### config.mk
export PLATFORM = sky130hd
export DESIGN_NAME = dly_split_top
export DESIGN_NICKNAME = d
export VERILOG_FILES = /design/src/rtl/dly_pkg.sv /design/src/rtl/dly_ctrl.sv /design/src/rtl/dly_datapath.sv /design/src/rtl/dly_split_top.sv
export SDC_FILE = /design/constraint.sdc
export NUM_CORES = 1
export LEC_CHECK = 0
export CORE_MARGIN = 2
export CORE_UTILIZATION = 55
export CTS_BUF_LIST = sky130_fd_sc_hd__clkbuf_8
export CTS_CLUSTER_SIZE = 20
export DETAILED_ROUTE_END_ITERATION = 6
export PLACE_DENSITY = 0.9
export SETUP_SLACK_MARGIN = 0.02
export SYNTH_ARGS = -nofsm -noshare
export SYNTH_HDL_FRONTEND = slang
export SYNTH_SLANG_ARGS = --single-unit
### constraint.sdc
create_clock -name clk -period 8.93 [get_ports clk]
set_clock_uncertainty 0.05 [all_clocks]
set_input_delay 2.2325 -clock clk [delete_from_list [all_inputs] [get_ports clk]]
set_output_delay 2.2325 -clock clk [all_outputs]
set_load 0.02 [all_outputs]
### src/rtl/dly_pkg.sv
package dly_pkg;
  // Strobes handed from control to datapath
  typedef struct packed {
    logic load1;    // stage 1 takes a new sample
    logic capture;  // stage 1 reloads the frame coarse delay
    logic load2;    // stage 2 registers results
  } dlyStrobe_t;
endpackage

### src/rtl/dly_ctrl.sv
module dly_ctrl import dly_pkg::*; #(
  parameter int TIME_W = 32
) (
  input  logic              clk,
  input  logic              rst_n,
  input  logic              sampleStrobe,
  input  logic              frameStart,
  input  logic [TIME_W-1:0] nowTime,
  input  logic [TIME_W-1:0] stnStart,
  input  logic [TIME_W-1:0] stnEnd,
  input  logic [TIME_W-1:0] beamStart,
  input  logic [TIME_W-1:0] beamEnd,
  output dlyStrobe_t        strb,
  output logic              outValid,
  output logic              delayBad
);
  logic stage1Valid;
  logic stnOk, beamOk;
  logic badStage1;

  // half-open windows [start, end)
  always_comb begin
    stnOk  = (nowTime >= stnStart)  && (nowTime < stnEnd);
    beamOk = (nowTime >= beamStart) && (nowTime < beamEnd);
  end

  always_comb begin
    strb.load1   = sampleStrobe;
    strb.capture = sampleStrobe && frameStart;
    strb.load2   = stage1Valid;
  end

  always_ff @(posedge clk) begin
    if (!rst_n) begin
      stage1Valid <= 1'b0;
      outValid    <= 1'b0;
      badStage1   <= 1'b0;
      delayBad    <= 1'b0;
    end else begin
      stage1Valid <= sampleStrobe;
      outValid    <= stage1Valid;
      if (sampleStrobe) badStage1 <= !(stnOk && beamOk);
      if (stage1Valid)  delayBad  <= badStage1;
    end
  end
endmodule

### src/rtl/dly_datapath.sv
module dly_datapath import dly_pkg::*; #(
  parameter int INT_W     = 20,
  parameter int FRAC_W    = 16,
  parameter int FREQ_W    = 16,
  parameter int FREQ_FRAC = 8,
  parameter int PHASE_W   = 16,
  parameter int DEPTH     = 196608,
  parameter int ADDR_W    = 18
) (
  input  logic                    clk,
  input  logic                    rst_n,
  input  dlyStrobe_t              strb,
  input  logic [INT_W+FRAC_W-1:0] delayIn,
  input  logic [ADDR_W-1:0]       rdBase,
  input  logic [FREQ_W-1:0]       skyFreq,
  input  logic [FREQ_W-1:0]       binStep,
  output logic [ADDR_W-1:0]       rdAddr,
  output logic [PHASE_W-1:0]      phaseOffset,
  output logic [PHASE_W-1:0]      phaseSlope
);
  localparam int SUM_W  = ((INT_W > ADDR_W) ? INT_W : ADDR_W) + 1;
  localparam int PROD_W = FRAC_W + FREQ_W;
  localparam int PH_LSB = FRAC_W + FREQ_FRAC - PHASE_W;

  logic [INT_W-1:0]  coarseHeld, coarseUse, coarseNext;
  logic [FRAC_W-1:0] fracQ;
  logic [FREQ_W-1:0] freqQ, stepQ;
  logic [ADDR_W-1:0] baseQ;

  logic [SUM_W-1:0]  sumW, modW;
  logic [PROD_W-1:0] prodOff, prodSlope;

  assign coarseNext = strb.capture ? delayIn[FRAC_W +: INT_W] : coarseHeld;

  // stage 1: split delay, pick frame coarse value
  always_ff @(posedge clk) begin
    if (!rst_n) begin
      coarseHeld <= '0;
      coarseUse  <= '0;
      fracQ      <= '0;
      freqQ      <= '0;
      stepQ      <= '0;
      baseQ      <= '0;
    end else if (strb.load1) begin
      coarseHeld <= coarseNext;
      coarseUse  <= coarseNext;
      fracQ      <= delayIn[FRAC_W-1:0];
      freqQ      <= skyFreq;
      stepQ      <= binStep;
      baseQ      <= rdBase;
    end
  end

  always_comb begin
    sumW      = SUM_W'(baseQ) + SUM_W'(coarseUse);
    modW      = sumW % SUM_W'(DEPTH);
    prodOff   = PROD_W'(fracQ) * PROD_W'(freqQ);
    prodSlope = PROD_W'(fracQ) * PROD_W'(stepQ);
  end

  // stage 2: wrapped address and phases in turns
  always_ff @(posedge clk) begin
    if (!rst_n) begin
      rdAddr      <= '0;
      phaseOffset <= '0;
      phaseSlope  <= '0;
    end else if (strb.load2) begin
      rdAddr      <= modW[ADDR_W-1:0];
      phaseOffset <= prodOff[PH_LSB +: PHASE_W];
      phaseSlope  <= prodSlope[PH_LSB +: PHASE_W];
    end
  end
endmodule

### src/rtl/dly_split_top.sv
module dly_split_top import dly_pkg::*; #(
  parameter int INT_W           = 20,
  parameter int FRAC_W          = 16,
  parameter int FREQ_W          = 16,
  parameter int PHASE_W         = 16,
  parameter int TIME_W          = 32,
  parameter int SAMPLES_PER_PKT = 2048,
  parameter int PKTS_PER_FRAME  = 32,
  parameter int NUM_FRAMES      = 3,
  localparam int DEPTH  = SAMPLES_PER_PKT * PKTS_PER_FRAME * NUM_FRAMES,
  localparam int ADDR_W = $clog2(DEPTH)
) (
  input  logic                    clk,
  input  logic                    rst_n,
  input  logic                    sampleStrobe,
  input  logic                    frameStart,
  input  logic [INT_W+FRAC_W-1:0] delayIn,
  input  logic [ADDR_W-1:0]       rdBase,
  input  logic [FREQ_W-1:0]       skyFreq,
  input  logic [FREQ_W-1:0]       binStep,
  input  logic [TIME_W-1:0]       nowTime,
  input  logic [TIME_W-1:0]       stnStart,
  input  logic [TIME_W-1:0]       stnEnd,
  input  logic [TIME_W-1:0]       beamStart,
  input  logic [TIME_W-1:0]       beamEnd,
  output logic                    outValid,
  output logic [ADDR_W-1:0]       rdAddr,
  output logic [PHASE_W-1:0]      phaseOffset,
  output logic [PHASE_W-1:0]      phaseSlope,
  output logic                    delayBad
);
  dlyStrobe_t strb;

  dly_ctrl #(.TIME_W(TIME_W)) u_ctrl (
    .clk(clk), .rst_n(rst_n), .sampleStrobe(sampleStrobe),
    .frameStart(frameStart), .nowTime(nowTime),
    .stnStart(stnStart), .stnEnd(stnEnd),
    .beamStart(beamStart), .beamEnd(beamEnd),
    .strb(strb), .outValid(outValid), .delayBad(delayBad)
  );

  dly_datapath #(
    .INT_W(INT_W), .FRAC_W(FRAC_W), .FREQ_W(FREQ_W), .FREQ_FRAC(8),
    .PHASE_W(PHASE_W), .DEPTH(DEPTH), .ADDR_W(ADDR_W)
  ) u_dp (
    .clk(clk), .rst_n(rst_n), .strb(strb), .delayIn(delayIn),
    .rdBase(rdBase), .skyFreq(skyFreq), .binStep(binStep),
    .rdAddr(rdAddr), .phaseOffset(phaseOffset), .phaseSlope(phaseSlope)
  );
endmodule

==> flow_metrics.py <==
metrics = {
    "run_status": {
        "status": "finished, violations left",
        "violations": "DRC",
    },
    "detailed_routing": {
        "post_drt_wl_per_cell_microns": 19.2,
        "drt_iter0_drc": 1553,
        "routed-via-count": 19133,
        "vias_per_cell": 5.65,
        "drc": 16,
        "routed_wirelength_mm": 65.1,
        "drtPass1Iterations": 7,
        "drtAntennaViolNets": 0,
    },
    "floorplanning": {
        "die_height_microns": 206,
        "start_util_pct": 56.0,
        "die-area_sq_um": 42400,
        "dieWidth_microns": 206,
        "rows": 73,
        "ioPinCount": 302,
        "core_sq_um": 40000,
    },
    "synthesis": {
        "synthTopCellsByArea": "fa_1 (30%), ha_1 (15%), dfxtp_1 (13%)",
        "yosys_most_used_dff": "dfxtp_1",
        "yosysSeqAreaShare_pct": 12.5,
        "avgSynthCellArea_sq_um": 8.51,
        "yosysMostFrequentCell": "inv_1",
        "yosysTopAreaCell": "fa_1",
        "syn_nets": 3495,
        "synthesis.area_sq_um": 22400,
        "ys_warn_count": 0,
        "synth_cell_types": 63,
        "synth_top_area_share_pct": 29.9,
        "synth-seq-cells": 140,
        "synthTopCellsByCount": "inv_1 (515), nand2_1 (380), fa_1 (335)",
        "synth_enable_flop_cells": 0,
        "synthArstFlopShare_pct": 0,
        "syn-instance-count": 2634,
    },
    "hold_path": {
        "worstHoldPathType": "reg2reg",
        "min_path_cells": 2,
        "whs_endpoint": "u_dp.coarseHeld[15]",
        "hold_start": "u_dp.coarseHeld[15]",
    },
    "clock_network": {
        "cts.sinks": 140,
        "cts_setup_buffers": 0,
        "clk_pin_slew_worst_paths_ns": 0.10,
        "cts_made_buffers": 17,
        "cts_root_buf": "clkbuf_8",
        "postCtsHoldBufs": 0,
        "cts-resized-gates": 0,
        "cts_buffer_depth": 2,
        "cts_tree": "yes",
        "ctsHtreeMaxLevel": 4,
        "insertion_delay_ns": 0.52,
    },
    "worst_setup_path": {
        "startpoint_type": "flop",
        "crit_fanout": 20,
        "cp.arrival_ns": 7.80,
        "worst-path-buf-inv": 4,
        "cp.required_ns": 9.32,
        "cp_top_family": "adder cells",
        "crit_start": "u_dp.fracQ[8]",
        "reg2reg_from": "u_dp.fracQ[8]",
        "end_kind": "flop",
        "worstReg2RegEnd": "u_dp.phaseOffset[14]",
        "cp_slowest_cell": "dfxtp_1",
        "path_cells": "buf_4 -> nand2_1 -> fa_1 -> inv_1 -> fa_1 -> fa_1 -> fa_1 -> inv_1 -> fa_1 -> inv_1 -> fa_1 -> ha_1 -> a21o_1 -> a21oi_1 -> a32oi_1 -> a21oi_1 -> a211oi_1 -> o31ai_1 -> a21oi_1 -> a21oi_1 -> nand4_1 -> o211ai_1",
        "worst_path_largest_cell_delay_ns": 0.79,
        "crit_top_cell": "fa_1",
        "cp.depth": 22,
        "worst-r2r-setup-slack_ns": 1.52,
        "rr_worst_depth": 22,
        "path_class": "reg2reg",
    },
    "placed_design": {
        "portBuffers": 301,
        "place_area_sq_um": 25800,
        "routabilityCongestion": 0.911,
        "dp_hpwl_mm": 52.1,
    },
    "run": {
        "cap_violations": 0,
    },
    "sta": {
        "slew_headroom_pct": 23.7,
        "min_period_over_period_pct": 83.0,
        "fin_setup_tns_ns": 0,
        "fmax_mhz": 135,
        "rsz0062_at_grt": "no",
        "tightest_slew_ns": 1.14,
        "fin_crit_ns": 7.41,
        "hold_viol": 0,
        "setup_viol": 0,
        "drv_slew": 0,
    },
    "power_and_ir_drop": {
        "power.leakage_nw": 13.1,
        "power.density_nw_per_um2": 86.3,
        "peakVddDrop_v": 0.000104,
    },
    "global_routing": {
        "antenna_found_initial": 5,
        "grt_overflow": 0,
        "grt_pass1_wl_mm": 105,
        "grt_pass1_vias": 20910,
        "grt_max_degree": 73,
        "track_usage_pct": 32.0,
    },
    "cells_and_area": {
        "antenna_cells": 0,
        "drive_gt1_share_pct": 2.41,
        "stdcell_area_sq_um": 26100,
        "nFillCells": 3061,
        "post-route-util_pct": 65.4,
        "nets": 3708,
        "area_growth_pct": 16.6,
    },
}
## flip-flops by register name, indices dropped and copies added (netlist names)
signal and flops:
u_ctrl.stage1Valid 1, u_dp.baseQ 18, u_dp.coarseHeld 20, u_ctrl.delayBad 1, u_dp.phaseSlope 16, u_dp.fracQ 16
u_dp.phaseOffset 16, u_dp.freqQ 16, u_dp.rdAddr 18, u_dp.stepQ 16, u_ctrl.outValid 1, u_ctrl.badStage1 1
## report_power, final
part | internal, mW | leakage [nW] | switching, mW
combinational | 0.446 | 11.7 | 0.526
sequential | 0.664 | 1.15 | 0.0780
clock | 0.233 | 0.197 | 0.310
total | 1.34 | 13.1 | 0.913
## stage by stage
step	hold slack [ns]	power [mW]	cells	worst slack, ns
after floorplan	0.390	1.33	2634	2.34
after global placement	0.397	1.66	3353	1.94
after detailed placement	0.404	1.71	3353	1.62
after CTS	0.417	2.26	3385	1.61
after global routing	0.435	2.40	3385	1.09
final	0.415	2.26	3385	1.52
## layout make-up
class                      instances  area, sq um  share of cell area (%)
timing repair buffer             321         3160                    12.1
tap                              525          657                    2.51
sequential                       140         2800                    10.7
multi-input combinational       1852        17200                    65.8
clock buffer                      18          248                   0.948
clock inverter                    14          136                   0.522
inverter                         515         1930                    7.40
## per-layer routing
metal	up-vias	wire length (microns)	track usage, %
met2	1027	31700	54.3
met4	10	3540	16.9
met3	257	6120	8.74
met5	-	65	0
met1	9244	23700	37.0
li1	8595	-	-
## worst max-delay path by stage
stage	end	slack (ns)
finish	u_dp.phaseOffset[14]	1.52
global route	u_dp.phaseOffset[14]	1.09
CTS	u_dp.phaseSlope[15]	1.61
detailed placement	u_dp.phaseSlope[15]	1.62
global placement	u_dp.phaseSlope[15]	1.94
floorplan	u_dp.phaseSlope[15]	2.34
## tightest hold or removal path, delay by kind of cell (launching register included)
kind | cells | cell delay [ns]
flops | 1 | 0.32
simple gates | 1 | 0.05
compound gates | 1 | 0.05
## kinds of logic (layout without fill, tap and decap cells)
family,after synthesis,count (layout),synth area share [%]
and+or+nand+nor,800,800,16.5
buffers and inverters,642,868,10.8
adders and majority gates,611,611,45.3
AOI/OAI and AO/OA,279,279,8.07
DFF,140,140,12.5
muxes,93,93,4.15
xor gates and xnor gates,69,69,2.73
## placed cells by master (no fill, tap or decap), drive strengths merged, types with 5 or more instances in the layout
cell | netlist | layout
a2111oi | 5 | 5
a211oi | 15 | 15
a21o | 33 | 33
a21oi | 100 | 100
a31oi | 7 | 7
and2 | 150 | 150
and3 | 11 | 11
buf | 10 | 21
clkbuf | 117 | 18
clkdlybuf4s50 | 0 | 300
dfxtp | 140 | 140
fa | 335 | 335
ha | 276 | 276
inv | 515 | 522
mux2i | 93 | 93
nand2 | 380 | 380
nand2b | 13 | 13
nand3 | 15 | 15
nand4 | 21 | 21
nor2 | 140 | 140
nor2b | 36 | 36
nor3 | 14 | 14
o211ai | 9 | 9
o21a | 14 | 14
o21ai | 58 | 58
o21bai | 10 | 10
or3 | 6 | 6
xnor2 | 57 | 57
xor2 | 12 | 12
No activity file was read; power rests on OpenSTA's default activity.
